--- config.mk ---
export PLATFORM = sky130hd
export DESIGN_NAME = twin_dac_front
export DESIGN_NICKNAME = d
export VERILOG_FILES = /design/src/rtl/twin_dac_pkg.sv /design/src/rtl/twin_dac_sync.sv /design/src/rtl/twin_dac_ctrl.sv /design/src/rtl/twin_dac_dpath.sv /design/src/rtl/twin_dac_front.sv
export SDC_FILE = /design/constraint.sdc
export NUM_CORES = 1
export LEC_CHECK = 0
export BUFFER_PORTS_ARGS = -buffer_cell sky130_fd_sc_hd__clkbuf_2
export CAP_MARGIN = 5
export CORE_ASPECT_RATIO = 0.7
export CORE_UTILIZATION = 26
export DETAILED_ROUTE_END_ITERATION = 8
export GPL_ROUTABILITY_DRIVEN = 0
export PLACE_DENSITY = 0.51
export RECOVER_POWER = 25
export SYNTH_ARGS = -nofsm -noshare
export SYNTH_HDL_FRONTEND = slang
export SYNTH_SLANG_ARGS = --single-unit
--- constraint.sdc ---
create_clock -name clk -period 2.9 [get_ports clk]
set_clock_uncertainty 0.2 [all_clocks]
set_input_delay 0.145 -clock clk [delete_from_list [all_inputs] [get_ports clk]]
set_output_delay 0.145 -clock clk [all_outputs]
set_load 0.02 [all_outputs]
--- src/rtl/twin_dac_pkg.sv ---
package twin_dac_pkg;
  localparam int DATA_W   = 16;
  localparam int CTRL_W   = 8;
  localparam int FRAME_W  = DATA_W + CTRL_W;
  localparam int MODE_W   = 2;
  localparam int NUM_CH   = 2;
  // bit positions inside the command word
  localparam int MODE_LSB = DATA_W;
  localparam int SEL_BIT  = DATA_W + 2;
  localparam int LOAD_LSB = DATA_W + 4;
  localparam int RSV_LSB  = DATA_W + 6;

  typedef struct packed {
    logic clear;    // frame closed: empty the shift register
    logic shiftEn;  // take one serial bit
    logic lastBit;  // the bit being taken completes the word
    logic serBit;   // synchronised serial data
  } strobe_t;

  typedef struct packed {
    logic [MODE_W-1:0] mode;
    logic [DATA_W-1:0] data;
  } chan_buf_t;
endpackage

--- src/rtl/twin_dac_sync.sv ---
module twin_dac_sync #(
  parameter int   STAGES    = 2,
  parameter logic RESET_VAL = 1'b0
) (
  input  logic clk,
  input  logic rstN,
  input  logic din,
  output logic dout
);
  logic [STAGES-1:0] pipe;

  always_ff @(posedge clk or negedge rstN) begin
    if (!rstN) pipe <= {STAGES{RESET_VAL}};
    else       pipe <= {pipe[STAGES-2:0], din};
  end

  assign dout = pipe[STAGES-1];
endmodule

--- src/rtl/twin_dac_ctrl.sv ---
module twin_dac_ctrl
  import twin_dac_pkg::*;
#(
  parameter int SYNC_STAGES = 2
) (
  input  logic    clk,
  input  logic    rstN,
  input  logic    frameN,
  input  logic    serClk,
  input  logic    serData,
  output strobe_t strobe
);
  localparam int CNT_W = $clog2(FRAME_W + 1);
  localparam logic [CNT_W-1:0] LAST_IDX = CNT_W'(FRAME_W - 1);
  localparam logic [CNT_W-1:0] FULL_CNT = CNT_W'(FRAME_W);

  logic frameSync, clkSync, dataSync;
  logic clkPrev, fallSeen, frameLive;
  logic [CNT_W-1:0] bitCnt;

  twin_dac_sync #(.STAGES(SYNC_STAGES), .RESET_VAL(1'b1)) uFrameSync (
    .clk(clk), .rstN(rstN), .din(frameN), .dout(frameSync));
  twin_dac_sync #(.STAGES(SYNC_STAGES), .RESET_VAL(1'b0)) uClkSync (
    .clk(clk), .rstN(rstN), .din(serClk), .dout(clkSync));
  twin_dac_sync #(.STAGES(SYNC_STAGES), .RESET_VAL(1'b0)) uDataSync (
    .clk(clk), .rstN(rstN), .din(serData), .dout(dataSync));

  always_ff @(posedge clk or negedge rstN) begin
    if (!rstN) clkPrev <= 1'b0;
    else       clkPrev <= clkSync;
  end

  assign fallSeen  = clkPrev & ~clkSync;
  assign frameLive = ~frameSync;

  // bit counter saturates at a full word; only a closed frame rearms it
  always_ff @(posedge clk or negedge rstN) begin
    if (!rstN)                                  bitCnt <= '0;
    else if (!frameLive)                        bitCnt <= '0;
    else if (fallSeen && (bitCnt != FULL_CNT))  bitCnt <= bitCnt + 1'b1;
  end

  always_comb begin
    strobe.clear   = ~frameLive;
    strobe.shiftEn = frameLive & fallSeen & (bitCnt != FULL_CNT);
    strobe.lastBit = (bitCnt == LAST_IDX);
    strobe.serBit  = dataSync;
  end
endmodule

--- src/rtl/twin_dac_dpath.sv ---
module twin_dac_dpath
  import twin_dac_pkg::*;
(
  input  logic                          clk,
  input  logic                          rstN,
  input  strobe_t                       strobe,
  output logic [NUM_CH-1:0][DATA_W-1:0] dacVal,
  output logic [NUM_CH-1:0][MODE_W-1:0] chanMode,
  output logic                          cmdError
);
  logic [FRAME_W-2:0] shiftReg;
  logic [FRAME_W-1:0] wordNext;
  logic               execNow, rsvBad, accept, bufSel;
  logic [MODE_W-1:0]  pdCode;
  logic [DATA_W-1:0]  dataIn;
  logic [NUM_CH-1:0]  loadBits;

  assign wordNext = {shiftReg, strobe.serBit};
  assign execNow  = strobe.shiftEn & strobe.lastBit;
  assign rsvBad   = |wordNext[FRAME_W-1:RSV_LSB];
  assign accept   = execNow & ~rsvBad;
  assign bufSel   = wordNext[SEL_BIT];
  assign pdCode   = wordNext[MODE_LSB +: MODE_W];
  assign dataIn   = wordNext[DATA_W-1:0];
  assign loadBits = wordNext[LOAD_LSB +: NUM_CH];

  always_ff @(posedge clk or negedge rstN) begin
    if (!rstN)               shiftReg <= '0;
    else if (strobe.clear)   shiftReg <= '0;
    else if (strobe.shiftEn) shiftReg <= wordNext[FRAME_W-2:0];
  end

  always_ff @(posedge clk or negedge rstN) begin
    if (!rstN)        cmdError <= 1'b0;
    else if (execNow) cmdError <= rsvBad;
  end

  genvar ch;
  for (ch = 0; ch < NUM_CH; ch++) begin : gChan
    chan_buf_t         bufQ, bufNext;
    logic [DATA_W-1:0] dacQ;
    logic [MODE_W-1:0] modeQ;
    logic              selHit;

    assign selHit = (int'(bufSel) == ch);

    // buffer contents as seen by a load in the same word
    always_comb begin
      bufNext = bufQ;
      if (accept && selHit) begin
        if (pdCode == '0) begin
          bufNext.mode = '0;
          bufNext.data = dataIn;
        end else begin
          bufNext.mode = pdCode;
        end
      end
    end

    always_ff @(posedge clk or negedge rstN) begin
      if (!rstN) begin
        bufQ  <= '0;
        dacQ  <= '0;
        modeQ <= '0;
      end else begin
        bufQ <= bufNext;
        if (accept && loadBits[ch]) begin
          modeQ <= bufNext.mode;
          if (bufNext.mode == '0) dacQ <= bufNext.data;
        end
      end
    end

    assign dacVal[ch]   = dacQ;
    assign chanMode[ch] = modeQ;
  end
endmodule

--- src/rtl/twin_dac_front.sv ---
module twin_dac_front
  import twin_dac_pkg::*;
#(
  parameter int SYNC_STAGES = 2
) (
  input  logic              clk,
  input  logic              rstN,
  input  logic              frameN,
  input  logic              serClk,
  input  logic              serData,
  output logic [DATA_W-1:0] dacValA,
  output logic [DATA_W-1:0] dacValB,
  output logic [MODE_W-1:0] modeA,
  output logic [MODE_W-1:0] modeB,
  output logic              cmdError
);
  strobe_t                       ctrlStrobe;
  logic [NUM_CH-1:0][DATA_W-1:0] dacVal;
  logic [NUM_CH-1:0][MODE_W-1:0] chanMode;

  twin_dac_ctrl #(.SYNC_STAGES(SYNC_STAGES)) uCtrl (
    .clk(clk), .rstN(rstN), .frameN(frameN), .serClk(serClk),
    .serData(serData), .strobe(ctrlStrobe));

  twin_dac_dpath uDpath (
    .clk(clk), .rstN(rstN), .strobe(ctrlStrobe),
    .dacVal(dacVal), .chanMode(chanMode), .cmdError(cmdError));

  assign dacValA = dacVal[0];
  assign dacValB = dacVal[1];
  assign modeA   = chanMode[0];
  assign modeB   = chanMode[1];
endmodule

# Word-level counts from Yosys, hierarchy flattened
# Index checks and enable logic that the tools add are counted.
# Widths: inputs -> output; s select.
dict set report op_classes {
  n_addsub 1
  n_eq_ne 2
  mux 9
  bitwise_logic 9
  n_reduce_logical 13
}
# op n
set op_table {}
lappend op_table {{$mux 23} 2}
lappend op_table {{$mux 18} 2}
lappend op_table {{$mux 16} 2}
lappend op_table {{$mux 5} 2}
lappend op_table {{$logic_not 2->1} 3}
lappend op_table {{$add 5x1->5 const B} 1}
lappend op_table {{$and 1x1->1} 5}
lappend op_table {{$eq 5x5->1 const B} 1}
lappend op_table {{$logic_and 1x1->1} 5}
lappend op_table {{$ne 5x5->1 const B} 1}
lappend op_table {{$not 1->1} 4}
lappend op_table {{$reduce_and 2->1} 2}
lappend op_table {{$reduce_bool 2->1} 2}
lappend op_table {{$mux 2} 1}
lappend op_table {{$reduce_or 2->1} 1}
dict set report totals {
  regBits 108
  inputBits 5
  out_inout_bits 37
  word_cells 49
}

# Depth between registers and ports, before layout
dict set report depth {
  depth_word 10
  mapped_depth 8
  depth_no_buf 6
}

# By module
# Synthesis repeated with hierarchy kept, for this count alone.
dict set report unflattened {
  hier_cells 284
  area_unflattened_um2 4279.1
}
# mod n_inst cells_per_inst area_each_um2 seq_area_each_um2
set by_module_without_submodules {}
lappend by_module_without_submodules {twin_dac_dpath 1 242 3767.4 2402.3}
lappend by_module_without_submodules {twin_dac_ctrl 1 36 359.1 150.1}
lappend by_module_without_submodules {{twin_dac_sync at uCtrl.uClkSync ...} 2 2 50.0 50.0}
lappend by_module_without_submodules {{twin_dac_sync at uCtrl.uFrameSync} 1 2 52.6 52.6}

# Worst setup path before layout
# No wires, ideal clock.
dict set report synth_path {
  path_type {register -> register}
  startpoint {register uCtrl.bitCnt[0]}
  endpoint {register uDpath.gChan[1].bufQ[10] (netlist name)}
  setup_ns 0.125
  t_arrival_ns 1.705
  required_ns 2.575
  slack_ns 0.870
  path_stages_with_launch 7
  n_path_buf 1
  synth_period_minus_slack_ns 2.030
  path_cell_list {dfrtp_1 > ha_1 > and4b_1 > and3_1 > nand2_2 > buf_2 > mux2_2}
}
# element line
set synth_lines {}
lappend synth_lines {{start, declared} twin_dac_ctrl.sv:19} ;# logic [CNT_W-1:0] bitCnt;
lappend synth_lines {{start signal, assigned} twin_dac_ctrl.sv:40} ;# else if (fallSeen && (bitCnt != FULL_CNT)) bitCnt <= bitCnt + 1'b1;
lappend synth_lines {{end signal, assigned} twin_dac_dpath.sv:66} ;# bufQ <= bufNext;
lappend synth_lines {{end, declared} twin_dac_dpath.sv:40} ;# chan_buf_t bufQ, bufNext;

==> run_results.csv <==
group,metric,value,unit
finish,multiInputGateArea,1800,sq um
yosys,synthMuxAreaShare,26.0,%
worst_setup_path,slowest_stage,"and3_1",
worst_setup_path,rr_endpoint,"uDpath.gChan[1].bufQ[10]$_DFF_PN0_",
worst_setup_path,critPathTopFamily,"simple AND/OR/NAND/NOR gates",
yosys,synth_top_family_by_area,"multiplexers",
pwr,powerDensity,520,nW/um^2
hold_path,min_to,"uCtrl.uDataSync.pipe[1]$_DFF_PN0_",
pwr,p_leak,2.46,nW
routing,wl_per_cell,15.4,um
global_routing,antenna_found_initial,0,
routing,ant_nets,0,
worst_setup_path,crit_path_max_incr_delay,0.47,ns
worst_setup_path,r2r-start,"uCtrl.bitCnt[0]$_DFFE_PN0P_",
cts,cts.clk_slew.worst_paths,0.07,ns
cts,h-tree-depth,3,
finish,num_antenna_cells,0,
status,failed_checks,"capacitance limit, slew limit",
finish,final_cell_mix,"dfrtp_1 (106), mux2_2 (90), nand2_1 (50)",
worst_setup_path,crit_chain,"ha_1 -> and4b_1 -> and3_1 -> nand2_2 -> mux2_2",
yosys,ys.warnings.count,0,
cts,clockBufferDepth,2,
finish,drive_gt1_share,33.1,%
yosys,synthXorXnorAreaFrac,0.757,%
yosys,ys_seq_area_share,58.4,%
hold_path,min_from,"uCtrl.uDataSync.pipe[0]$_DFF_PN0_",
worst_setup_path,crit_type,"flop to flop",
worst_setup_path,path_buf_inv,0,
yosys,synth_top_area_share,57.3,%
finish,fillers,1760,
floorplan,die_w,162,um
cts,cts.sink_count,108,
finish,final_common_cell,"dfrtp_1",
sta,slew_headroom,-17.2,%
sta,report.final.slew_viol_count,70,
sta,max_freq,0.410,GHz
sta,final.period_utilization,84.1,%
routing,firstDrtPassIters,4,
finish,final_nets,401,
sta,rsz0062_at_grt,"no",
worst_setup_path,worst-r2r-cell-count,5,
routing,drt_iter0_drc,224,
worst_setup_path,end_kind,"flop",
routing,via_per_inst,4.41,
hold_path,hold_depth,0,
pwr,vdd_drop_max,0.275,mV
global_routing,grt_max_degree,70,
floorplan,start_util,26.8,%
placement,hpwl,6410,um
worst_setup_path,start_kind,"flop",
yosys,synth.avg_cell_area,13.2,sq um
global_routing,grt_pass1_vias,2866,
sta,period_minus_slack,2.44,ns
yosys,synthCells,350,
floorplan,dieArea,18400,sq um
cts,cts-buffers-inserted,9,
yosys,ys_ff_latch,108,
sta,final-setup-viol-count,0,
flow_run,cap_viol_max_count,1,
finish,seq_area,2710,sq um
yosys,yosys.area.top_type,"dfrtp_1",
routing,wl,9700,um
global_routing,grt_pass1_wl,16200,um
sta,worst_pin_slew,1.76,ns
global_routing,gr-total-overflow,0,
floorplan,core-area,17300,sq um
cts,clk_latency,0.34,ns
worst_setup_path,cp.required,2.93,ns
pwr,power,0.00278,W
hold_path,hold_path.class,"flop to flop",
cts,cts_tree,"built",
yosys,synthSimpleGateAreaFrac,7.67,%
placement,io_buffers,41,
yosys,synthDistinctLibCells,33,
worst_setup_path,path_max_fanout,16,
floorplan,io_pins,42,
cts,cts_root_buffer,"clkbuf_16",
routing,drc,0,
global_routing,track_usage,11.6,%
yosys,netlist_area,4630,sq um
yosys,ys_top_cells_by_area,"dfrtp_1 (57%), mux2_2 (22%), nand2_1 (4.1%)",
yosys,synth-compound-area-share,3.89,%
floorplan,die_height,114,um
yosys,synth_nets,357,
finish,syn_to_final_growth,15.4,%
sta,whs,0.157,ns
worst_setup_path,worstPathArrival,2.47,ns
yosys,synthAdderAreaFrac,0.540,%
floorplan,rows,40,
sta,hold_violations,0,
worst_setup_path,r2r_setup_slack,0.46,ns
sta,timing.setup.tns,0,ns
routing,vias,2780,
status,status,"complete, but fails checks",
==> sequential cells by signal, indices dropped and copies added (netlist names) <==
register               flops
uCtrl.uClkSync.pipe        2
uCtrl.bitCnt               5
uCtrl.uDataSync.pipe       2
uDpath.gChan.bufQ         36
uDpath.cmdError            1
uDpath.gChan.modeQ         4
uDpath.shiftReg           23
uDpath.gChan.dacQ         32
uCtrl.uFrameSync.pipe      2
uCtrl.clkPrev              1
==> per-layer routing <==
| layer | up-vias | wire, um | track usage [%] |
|---|---|---|---|
| met5 | - | 0 | 0 |
| met4 | 0 | 112 | 4.15 |
| met3 | 9 | 272 | 2.47 |
| met2 | 40 | 4170 | 16.2 |
| met1 | 1437 | 5150 | 17.3 |
| li1 | 1294 | - | - |
==> how the worst max path moves through the flow <==
stage / startpoint / end / slack (ns) / cells past startpoint
3_5_place_dp: uCtrl.bitCnt[0]$_DFFE_PN0P_ / uDpath.gChan[1].bufQ[10]$_DFF_PN0_ / 0.46 / 5
2_1_floorplan: uCtrl.bitCnt[0]$_DFFE_PN0P_ / uDpath.gChan[1].bufQ[10]$_DFF_PN0_ / 0.87 / 6
5_1_grt: uCtrl.uClkSync.pipe[1]$_DFF_PN0_ / uDpath.gChan[1].bufQ[10]$_DFF_PN0_ / 0.28 / 4
3_3_place_gp: uCtrl.bitCnt[0]$_DFFE_PN0P_ / uDpath.gChan[0].bufQ[8]$_DFF_PN0_ / 0.52 / 5
6_report: uCtrl.bitCnt[0]$_DFFE_PN0P_ / uDpath.gChan[1].bufQ[10]$_DFF_PN0_ / 0.46 / 5
4_1_cts: uCtrl.bitCnt[0]$_DFFE_PN0P_ / uDpath.gChan[1].bufQ[10]$_DFF_PN0_ / 0.44 / 5
==> through the flow <==
stage          instance area [sq um]  setup slack [ns]  utilization, %  instances
3_5_place_dp                    5070             0.456            29.4        610
6_report                        5340             0.461            30.9        630
5_1_grt                         5340             0.284            30.9        630
4_1_cts                         5390             0.436            31.2        630
2_1_floorplan                   4630             0.870               -        350
3_3_place_gp                    5070             0.523            29.4        610
==> kinds of logic (layout without fill, tap and decap cells) <==
family,after synthesis,after routing
AO/OA/AOI/OAI,35,35
buffers and inverters,23,72
AND/OR/NAND/NOR,74,74
multiplexers,104,104
flip-flops,108,108
adder cells (fa/ha/maj),2,2
XOR/XNOR,4,4
==> synthesized netlist by cell type <==
cell type  instances
a21oi_1           29
nor3b_2            1
nand4_1            2
nand2_1           50
nand3_1            2
mux2_2            90
nor3_4             1
buf_2             10
nor3b_1            1
mux2i_1            4
nor3_1             2
and2_1             1
nand2_2            2
buf_6              1
dfrtp_1          106
and3_1             1
mux2_4            10
o21ai_1            2
nor2_4             2
dfstp_2            2
nand4b_1           1
clkbuf_1           7
and4b_1            1
xor2_1             3
xnor2_1            1
nand3b_1           1
nor2b_1            1
nor2_1             5
a31oi_1            4
buf_4              1
inv_1              3
ha_1               2
buf_12             1
==> area by class of cell <==
class	count	share of cell area, %
flip-flops and latches	108	50.6
multi-input cells	219	33.7
well taps	231	5.41
repair buffers	53	4.85
clock buffers	13	4.50
clock inverters	3	0.749
inverters	3	0.211
==> report_power, final <==
group / internal (W) / total (W) / switching (W)
combinational: 0.0000160 / 0.0000698 / 0.0000538
clock: 0.000669 / 0.00119 / 0.000519
sequential: 0.00151 / 0.00152 / 0.00000603
==> timing repair <==
action | CTS | global route
buffers inserted | 0 | 0
endpoints found under the hold margin | 67 | 0
resized for setup | 0 | 0
setup endpoints to repair | 0 | 0
hold buffers | 4 | 0
Power figures use the tool's default switching activity.
